===== config.mk =====
export PLATFORM = sky130hd
export DESIGN_NAME = clksyn_regport
export DESIGN_NICKNAME = d
export VERILOG_FILES = /design/src/rtl/clksyn_pkg.sv /design/src/rtl/clksyn_ptr.sv /design/src/rtl/clksyn_regs.sv /design/src/rtl/clksyn_idseq.sv /design/src/rtl/clksyn_regport.sv
export SDC_FILE = /design/constraint.sdc
export NUM_CORES = 1
export LEC_CHECK = 0
export ABC_AREA = 1
export ABC_CLOCK_PERIOD_IN_PS = 2840
export BUFFER_PORTS_ARGS = -buffer_cell sky130_fd_sc_hd__buf_2
export CORE_UTILIZATION = 55
export DETAILED_ROUTE_END_ITERATION = 10
export GPL_ROUTABILITY_DRIVEN = 0
export HOLD_SLACK_MARGIN = 0.06
export PLACE_DENSITY = 0.72
export SLEW_MARGIN = 20
export SYNTH_ARGS = -nofsm -noshare
export SYNTH_HDL_FRONTEND = slang
export SYNTH_SLANG_ARGS = --single-unit
export TNS_END_PERCENT = 10

===== constraint.sdc =====
create_clock -name clk -period 2.84 [get_ports clk]
set_input_delay 0.426 -clock clk [delete_from_list [all_inputs] [get_ports clk]]
set_output_delay 0.426 -clock clk [all_outputs]
set_load 0.01 [all_outputs]

===== src/rtl/clksyn_pkg.sv =====
`timescale 1ns/1ps
package clksyn_pkg;
  typedef enum logic [1:0] {
    PORT_CMD  = 2'd0,
    PORT_RIDX = 2'd1,
    PORT_WIDX = 2'd2,
    PORT_DATA = 2'd3
  } port_e;

  localparam int          RO_ENTRIES = 2;
  localparam logic [7:0]  FIX0_M = 8'h28;
  localparam logic [7:0]  FIX0_N = 8'h61;
  localparam logic [7:0]  FIX1_M = 8'h3D;
  localparam logic [7:0]  FIX1_N = 8'h62;
endpackage


===== src/rtl/clksyn_ptr.sv =====
`timescale 1ns/1ps
module clksyn_ptr #(
  parameter int IDX_W    = 4,
  parameter int CTRL_IDX = 14
) (
  input  logic             clk,
  input  logic             rst,
  input  logic             load,
  input  logic [IDX_W-1:0] load_val,
  input  logic             step,
  output logic [IDX_W-1:0] idx,
  output logic             phase
);
  localparam logic [IDX_W-1:0] CTRL = CTRL_IDX[IDX_W-1:0];

  logic single;
  assign single = (idx == CTRL);

  always_ff @(posedge clk) begin
    if (rst) begin
      idx   <= '0;
      phase <= 1'b0;
    end else if (load) begin
      idx   <= load_val;
      phase <= 1'b0;
    end else if (step) begin
      if (phase || single) begin
        idx   <= idx + 1'b1;
        phase <= 1'b0;
      end else begin
        phase <= 1'b1;
      end
    end
  end

  p_load_phase_r3: assert property (@(posedge clk) disable iff (rst)
    load |=> (phase == 1'b0 && idx == $past(load_val)));

  p_pair_step_r4: assert property (@(posedge clk) disable iff (rst)
    (step && !load && phase) |=> (idx == $past(idx) + 1'b1 && !phase));

  p_ctrl_step_r5: assert property (@(posedge clk) disable iff (rst)
    (step && !load && !phase && idx == CTRL) |=> (idx == $past(idx) + 1'b1 && !phase));
endmodule


===== src/rtl/clksyn_regs.sv =====
`timescale 1ns/1ps
module clksyn_regs
  import clksyn_pkg::*;
#(
  parameter int         IDX_W      = 4,
  parameter int         CTRL_IDX   = 14,
  parameter int         PIX_IDX    = 2,
  parameter int         MCLK_IDX   = 10,
  parameter logic [6:0] PIX_M_RST  = 7'h28,
  parameter logic [6:0] PIX_N_RST  = 7'h61,
  parameter logic [6:0] MCLK_M_RST = 7'h4A,
  parameter logic [6:0] MCLK_N_RST = 7'h25,
  parameter logic [7:0] CTRL_RST   = 8'h00
) (
  input  logic             clk,
  input  logic             rst,
  input  logic             we,
  input  logic [IDX_W-1:0] w_idx,
  input  logic             w_phase,
  input  logic [7:0]       w_data,
  input  logic [IDX_W-1:0] r_idx,
  input  logic             r_phase,
  output logic [7:0]       r_byte,
  output logic [6:0]       pix_m,
  output logic [4:0]       pix_n1,
  output logic [1:0]       pix_n2
);
  localparam int N_ENT = 1 << IDX_W;
  localparam logic [IDX_W-1:0] CTRL = CTRL_IDX[IDX_W-1:0];

  logic [6:0] m_q [N_ENT];
  logic [6:0] n_q [N_ENT];
  logic [7:0] ctrl_q;

  always_ff @(posedge clk) begin
    if (rst) begin
      for (int e = 0; e < N_ENT; e++) begin
        m_q[e] <= (e == PIX_IDX) ? PIX_M_RST : (e == MCLK_IDX) ? MCLK_M_RST : 7'h00;
        n_q[e] <= (e == PIX_IDX) ? PIX_N_RST : (e == MCLK_IDX) ? MCLK_N_RST : 7'h00;
      end
      ctrl_q <= CTRL_RST;
    end else if (we) begin
      if (w_idx == CTRL) ctrl_q <= w_data;
      else if (w_phase)  n_q[w_idx] <= w_data[6:0];
      else               m_q[w_idx] <= w_data[6:0];
    end
  end

  always_comb begin
    if (r_idx == IDX_W'(0))      r_byte = r_phase ? FIX0_N : FIX0_M;
    else if (r_idx == IDX_W'(1)) r_byte = r_phase ? FIX1_N : FIX1_M;
    else if (r_idx == CTRL)      r_byte = ctrl_q;
    else                         r_byte = {1'b0, (r_phase ? n_q[r_idx] : m_q[r_idx])};
  end

  always_ff @(posedge clk) begin
    if (rst) begin
      pix_m  <= PIX_M_RST;
      pix_n1 <= PIX_N_RST[4:0];
      pix_n2 <= PIX_N_RST[6:5];
    end else begin
      pix_m  <= m_q[PIX_IDX];
      pix_n1 <= n_q[PIX_IDX][4:0];
      pix_n2 <= n_q[PIX_IDX][6:5];
    end
  end

  p_ctrl_hold_r5: assert property (@(posedge clk) disable iff (rst)
    !(we && w_idx == CTRL) |=> $stable(ctrl_q));
endmodule


===== src/rtl/clksyn_idseq.sv =====
`timescale 1ns/1ps
module clksyn_idseq #(
  parameter int ID_READ = 4
) (
  input  logic clk,
  input  logic rst,
  input  logic acc,
  input  logic cmd_rd,
  input  logic widx_rd,
  output logic id_hit
);
  localparam int CW = $clog2(ID_READ + 1);
  localparam logic [CW-1:0] LAST = ID_READ[CW-1:0];

  logic [CW-1:0] cnt;

  assign id_hit = cmd_rd && (cnt == LAST);

  always_ff @(posedge clk) begin
    if (rst) begin
      cnt <= '0;
    end else if (acc) begin
      if (widx_rd)            cnt <= CW'(1);
      else if (cmd_rd) begin
        if (cnt == LAST)      cnt <= '0;
        else if (cnt != '0)   cnt <= cnt + 1'b1;
      end else                cnt <= '0;
    end
  end

  p_cancel_r10: assert property (@(posedge clk) disable iff (rst)
    (acc && !cmd_rd && !widx_rd) |=> (cnt == '0));

  p_arm_r9: assert property (@(posedge clk) disable iff (rst)
    (acc && widx_rd) |=> (cnt == CW'(1)));
endmodule


===== src/rtl/clksyn_regport.sv =====
`timescale 1ns/1ps
module clksyn_regport
  import clksyn_pkg::*;
#(
  parameter int         IDX_W      = 4,
  parameter int         CTRL_IDX   = 14,
  parameter int         PIX_IDX    = 2,
  parameter int         MCLK_IDX   = 10,
  parameter int         ID_READ    = 4,
  parameter logic [7:0] CHIP_ID    = 8'h70,
  parameter logic [7:0] CMD_RST    = 8'h00,
  parameter logic [7:0] MASK_RST   = 8'hFF,
  parameter logic [6:0] PIX_M_RST  = 7'h28,
  parameter logic [6:0] PIX_N_RST  = 7'h61,
  parameter logic [6:0] MCLK_M_RST = 7'h4A,
  parameter logic [6:0] MCLK_N_RST = 7'h25
) (
  input  logic       clk,
  input  logic       rst,
  input  logic       pll_sel,
  input  logic       acc_valid,
  input  logic       acc_write,
  input  logic [1:0] acc_port,
  input  logic [7:0] acc_wdata,
  output logic [7:0] rd_data,
  output logic       rd_valid,
  output logic [6:0] pix_m,
  output logic [4:0] pix_n1,
  output logic [1:0] pix_n2
);
  localparam logic [IDX_W-1:0] PIX = PIX_IDX[IDX_W-1:0];

  port_e      port;
  logic       is_rd, is_wr;
  logic [IDX_W-1:0] r_idx, w_idx;
  logic       r_phase, w_phase;
  logic       r_load, r_step, w_load, w_step, reg_we;
  logic [7:0] r_byte, rd_next;
  logic [7:0] cmd_q, mask_q, pal_ridx, pal_widx;
  logic       id_hit;

  assign port   = port_e'(acc_port);
  assign is_rd  = acc_valid && !acc_write;
  assign is_wr  = acc_valid &&  acc_write;
  assign r_load = is_wr && pll_sel && (port == PORT_RIDX);
  assign w_load = is_wr && pll_sel && (port == PORT_WIDX);
  assign r_step = is_rd && pll_sel && (port == PORT_DATA);
  assign w_step = is_wr && pll_sel && (port == PORT_DATA);
  assign reg_we = w_step && (w_idx >= IDX_W'(RO_ENTRIES));

  clksyn_ptr #(.IDX_W(IDX_W), .CTRL_IDX(CTRL_IDX)) u_rptr (
    .clk(clk), .rst(rst), .load(r_load), .load_val(acc_wdata[IDX_W-1:0]),
    .step(r_step), .idx(r_idx), .phase(r_phase));

  clksyn_ptr #(.IDX_W(IDX_W), .CTRL_IDX(CTRL_IDX)) u_wptr (
    .clk(clk), .rst(rst), .load(w_load), .load_val(acc_wdata[IDX_W-1:0]),
    .step(w_step), .idx(w_idx), .phase(w_phase));

  clksyn_regs #(
    .IDX_W(IDX_W), .CTRL_IDX(CTRL_IDX), .PIX_IDX(PIX_IDX), .MCLK_IDX(MCLK_IDX),
    .PIX_M_RST(PIX_M_RST), .PIX_N_RST(PIX_N_RST),
    .MCLK_M_RST(MCLK_M_RST), .MCLK_N_RST(MCLK_N_RST), .CTRL_RST(8'h00)
  ) u_regs (
    .clk(clk), .rst(rst), .we(reg_we), .w_idx(w_idx), .w_phase(w_phase),
    .w_data(acc_wdata), .r_idx(r_idx), .r_phase(r_phase), .r_byte(r_byte),
    .pix_m(pix_m), .pix_n1(pix_n1), .pix_n2(pix_n2));

  clksyn_idseq #(.ID_READ(ID_READ)) u_id (
    .clk(clk), .rst(rst), .acc(acc_valid),
    .cmd_rd(is_rd && port == PORT_CMD),
    .widx_rd(is_rd && port == PORT_WIDX),
    .id_hit(id_hit));

  always_ff @(posedge clk) begin
    if (rst) begin
      cmd_q    <= CMD_RST;
      mask_q   <= MASK_RST;
      pal_ridx <= 8'h00;
      pal_widx <= 8'h00;
    end else if (is_wr) begin
      case (port)
        PORT_CMD:  if (pll_sel) cmd_q <= acc_wdata; else mask_q <= acc_wdata;
        PORT_RIDX: if (!pll_sel) pal_ridx <= acc_wdata;
        PORT_WIDX: if (!pll_sel) pal_widx <= acc_wdata;
        default: ;
      endcase
    end
  end

  always_comb begin
    case (port)
      PORT_CMD:  rd_next = id_hit ? CHIP_ID : (pll_sel ? cmd_q : mask_q);
      PORT_RIDX: rd_next = pll_sel ? {{(8-IDX_W){1'b0}}, r_idx} : pal_ridx;
      PORT_WIDX: rd_next = pll_sel ? {{(8-IDX_W){1'b0}}, w_idx} : pal_widx;
      default:   rd_next = pll_sel ? r_byte : 8'h00;
    endcase
  end

  always_ff @(posedge clk) begin
    if (rst) begin
      rd_data  <= 8'h00;
      rd_valid <= 1'b0;
    end else begin
      rd_valid <= is_rd;
      if (is_rd) rd_data <= rd_next;
    end
  end

  p_rd_latency_r11: assert property (@(posedge clk) disable iff (rst)
    is_rd |=> rd_valid);

  p_no_rd_r11: assert property (@(posedge clk) disable iff (rst)
    !is_rd |=> !rd_valid);

  p_pix_m_r7: assert property (@(posedge clk) disable iff (rst)
    (w_step && !w_load && w_idx == PIX && !w_phase) |-> ##2 (pix_m == $past(acc_wdata[6:0], 2)));

  p_pal_iso_r1: assert property (@(posedge clk) disable iff (rst)
    (acc_valid && !pll_sel) |=> ($stable(r_idx) && $stable(w_idx)));
endmodule


# Word level (Yosys, flattened, before mapping)
# Memory sizes are Yosys's and may differ from the RTL's. A register that Yosys moved wholly into a read port is not among the register bits.
# Index checks and enable logic that the tools add are counted.
# totals
rom_bits,0
reg_bits,62
latch_bits,0
mem_bits_rw,224
elab_cells,107
n_memories,2
output_inout_bits,23
# op_classes
div,0
order_cmp,1
muxes,46
multipliers,0
n_eq_ne,8
n_addsub,3
reduce_logical,34
shift,0
bitwise,1
# memory_table
memory,depth,width,read_ports,rd_clocked_by_memory_dff,write_ports,line,source
u_regs.m_q,16,7,2,2,16,clksyn_regs.sv:31,logic [6:0] m_q [N_ENT];
u_regs.n_q,16,7,2,2,16,clksyn_regs.sv:32,logic [6:0] n_q [N_ENT];
# op_table
cell,count
$mux 8,8
$mux 4,12
$mux 7,5
$pmux 8 s3,1
$mux 1,16
$reduce_or 7->1,2
$logic_and 1x1->1,12
$mux 3,4
$reduce_and 3->1,4
$add 4x1->4 const B,2
$eq 4x4->1 const B,2
$reduce_and 2->1,4
$reduce_bool 2->1,4
$eq 2x2->1 const B,2
$eq 4x1->1 const B,1
$ge 4x2->1 const B,1
$logic_not 4->1,1
$ne 4x4->1 const B,1
$reduce_or 2->1,2
$add 3x1->3 const B,1
$eq 3x3->1 const B,1
$reduce_bool 3->1,1
$eq 2x1->1 const B,1
$logic_not 2->1,1
other kinds (3),4

# Depth between registers and ports, before layout
# logic_depth
ltp_word,9
depth_mapped,14
ltp_nobuf,13

# By module
# Synthesis repeated with hierarchy kept, for this count alone.
# hier_totals
cells_unflattened,1651
area_unflattened_um2,14039.7
# modules_own_cells
mod,cells_per_inst,area_per_inst_um2,n_inst
clksyn_regs,1187,11079.4,1
clksyn_regport,327,2072.0,1
clksyn_ptr,51,325.3,2
clksyn_idseq,35,237.7,1

# Least setup slack after synthesis
# OpenSTA, ideal clock, no wires.
# synth_timing
path_type,input-to-reg
startpoint,input port pll_sel
endpoint,"memory u_regs.m_q[7][0], enable pin"
path_stages,12
setup_ns,0.324
path_slack_ns,0.572
arrival_time_ns,1.945
path_cell_list,buf_4 inv_2 nor2_1 inv_2 nor2_2 inv_2 a31oi_1 inv_2 nor3_2 buf_4 nand2_1 nand2_1
# synth_lines
element,line,source
start: declaration,clksyn_regport.sv:20,"input logic pll_sel,"
end: declaration,clksyn_regs.sv:31,

==> results.cfg <==
[timing]
rsz0062_at_grt = no
worst_hold_slack_ns = 0.203
timing.fmax_mhz = 409
setup_violations = 0
hold_violations = 0
tns_ns = 0
finalCriticalPeriod_ns = 2.45
skew_ns = 0.0175
min_period_over_period_pct = 86.1
drv_slew = 0
slew_headroom_pct = 29.0
worstMarginPinSlew_ns = 1.06
finalWorstSetupSlack_ns = 0.394

[worst_hold_path]
min_from = acc_valid
hp-class = in -> reg
min_path_cells = 3
whs_endpoint = u_id.cnt[2]$_SDFFE_PP0P_

[critical_path]
required_ns = 3.06
arrival_ns = 2.67
crit_start = u_wptr.idx[0]$_SDFFE_PP0P_
critPathLaunchType = register
slowest_stage = dfxtp_1
end_kind = register
r2r_slack_ns = 0.39
path_cells = inv_1, ha_1, inv_1, nor2_1, inv_1, nand2_1, nor3_2, buf_4, nand2_1, nand2_1
rr_endpoint = u_regs.m_q[4][4]$_SDFFCE_PN0P_
reg2reg_from = u_wptr.idx[0]$_SDFFE_PP0P_
worstSetupPathType = reg -> reg
critical_path.max_fanout = 15
slowest_delay_ns = 0.40
r2r_cells = 10

[routing]
dr.pass1.iters = 6
vias = 10764
dr.first_iter.drc_count = 1339
avgRoutedWirePerCell_um = 18.7
antenna_left = 0
vias_per_cell = 5.73
drc = 0
postRouteWirelength_mm = 35.1

[global_routing]
grt_max_degree = 121
grt_pass1_vias = 10155
grt_overflow = 0
antenna_found_initial = 0
grt_util_all_layers_pct = 28.0
grt_pass1_wl_mm = 55.1

[clocking]
clk_pin_slew_worst_paths_ns = 0.06
h-tree-depth = 1
clkLatencyLatePin_ns = 0.56
cts_buffer_depth = 3
cts_setup_buffers = 0
cts_sinks = 304
ctsResizeCount = 0
tritoncts = done
cts-buffers-inserted = 31
cts-root-buf = clkbuf_16
hold_buffers = 0

[yosys]
netlist_area_sq_um = 13600
yosysSeqAreaShare_pct = 61.2
synth.distinct_cells = 35
synth-main-ff-cell = edfxtp_1
synthCells = 1491
async_reset_ff_share_pct = 0
synth_edf_count = 224
avgSynthCellArea_sq_um = 9.13
yosysWarnings = 0
synth-seq-cells = 304

[cells_and_area]
layout-drive-gt1-share_pct = 10.2
diodes = 0
nFillCells = 1960
multi_input_area_sq_um = 4620
fin_area_sq_um = 15400
syn_to_final_growth_pct = 12.9
fin_cells = 1878
area.sequential_sq_um = 8330
nets = 1555
final_util_pct = 63.2

[power]
leakage_nw = 6.25
total_power_mw = 9.54
vdd_ir_drop_max_mv = 0.599
powerDensity_nw_per_um2 = 620

[placement]
dp_hpwl_mm = 23.0
placed_cells = 1821
place_ws_ns = 0.313
place_area_sq_um = 14300
portBuffers = 37

[die]
design.core.area_sq_um = 24300
fp-row-count = 57
die_x_um = 159
dieArea_sq_um = 25400
initial_core_util_pct = 56.0
ioPinCount = 38
die_h_um = 159

[status]
outcome = finished, final reports clean

[flow_run]
maxCapViolations = 0
[cells by family after synthesis]
family                   Yosys count  synth area share (%)
XOR/XNOR                           3                 0.193
other                              1                0.0275
adder cells (fa/ha/maj)           10                 0.919
flip-flops                       304                  61.2
AND/OR/NAND/NOR                  739                  22.1
buffers and inverters            185                  5.25
AO/OA/AOI/OAI                    249                  10.4
[registers in the layout, indices dropped and copies added (netlist names), named ones only]
name           count
u_regs.ctrl_q      8
u_rptr.idx         4
pal_widx           8
u_regs.m_q       112
rd_data            8
rd_valid           1
u_regs.pix_n1      5
u_wptr.idx         4
u_rptr.phase       1
mask_q             8
u_regs.n_q       112
u_regs.pix_m       7
u_id.cnt           3
u_wptr.phase       1
u_regs.pix_n2      2
cmd_q              8
pal_ridx           8
[critical path: cells and delay by family, from the launching register on]
family / cells / cell delay, ns
buffers and inverters: 4 / 0.60
AND/OR/NAND/NOR: 5 / 0.90
flip-flops: 1 / 0.40
adder cells (fa/ha/maj): 1 / 0.21
[cell usage after synthesis, types with 3 or more instances]
master,n,area (sq um)
nor2_1,314,1180
nand2_1,274,1030
edfxtp_1,224,6730
nand3_1,129,646
o21ai_0,115,576
dfxtp_1,80,1600
inv_1,80,300
clkbuf_1,75,282
a21oi_1,71,355
o211ai_1,30,225
a211oi_1,10,75.1
buf_1,10,37.5
ha_1,10,125
nand2_2,9,56.3
clkinv_1,7,26.3
inv_2,6,22.5
a41oi_1,5,43.8
nor3_1,5,25.0
a221oi_1,4,35.0
a31oi_1,4,25.0
buf_2,4,20.0
o22ai_1,4,25.0
o221ai_1,3,26.3
xor2_1,3,26.3
[how the worst max path moves through the flow]
stage	end	slack, ns	cells after the start
2_1_floorplan	u_regs.m_q[7][0]$_SDFFCE_PN0P_	0.57	12
3_3_place_gp	u_regs.m_q[5][6]$_SDFFCE_PN0P_	0.37	12
3_5_place_dp	u_regs.m_q[4][1]$_SDFFCE_PN0P_	0.31	12
4_1_cts	u_regs.m_q[4][3]$_SDFFCE_PN0P_	0.43	10
5_1_grt	u_regs.m_q[4][6]$_SDFFCE_PN0P_	0.20	10
6_report	u_regs.m_q[4][4]$_SDFFCE_PN0P_	0.39	10
[report_power, final]
part	switching, mW	total (mW)	internal (mW)
clock	1.64	4.08	2.44
combinational	0.389	0.522	0.134
sequential	0.0485	4.94	4.89
[per-layer routing]
layer / GRT usage (%) / vias to the layer above / wire, um
met3: 4.32 / 93 / 3310
met4: 9.97 / 0 / 1170
met5: 0 / - / 0
met1: 38.3 / 5019 / 14100
li1: - / 5100 / -
met2: 45.6 / 552 / 16500
[placed cells by master, fill, tap and decap left out, types with 5 or more instances in the layout]
cell and n:
buf_4 41, a41oi_1 5, clkinv_2 7, a211oi_1 10, dfxtp_1 78, o21ai_0 115, clkinv_1 10, inv_2 7
nand3_1 129, buf_12 7, buf_2 37, conb_1 14, nor2_1 314, clkbuf_16 31, nand2_1 274, a21oi_1 71
clkbuf_8 6, clkbuf_1 5, nor3_1 5, edfxtp_1 224, inv_1 78, ha_1 10, o211ai_1 30, nand2_2 9
[area by class of cell]
type / count / area share, %
multi-input combinational: 1015 / 30.1
tap: 324 / 2.64
timing repair buffer: 85 / 4.12
clock buffer: 44 / 5.80
clock inverter: 13 / 0.911
inverter: 93 / 2.27
sequential: 304 / 54.2
Note: power is estimated with default switching activity, not from simulation.
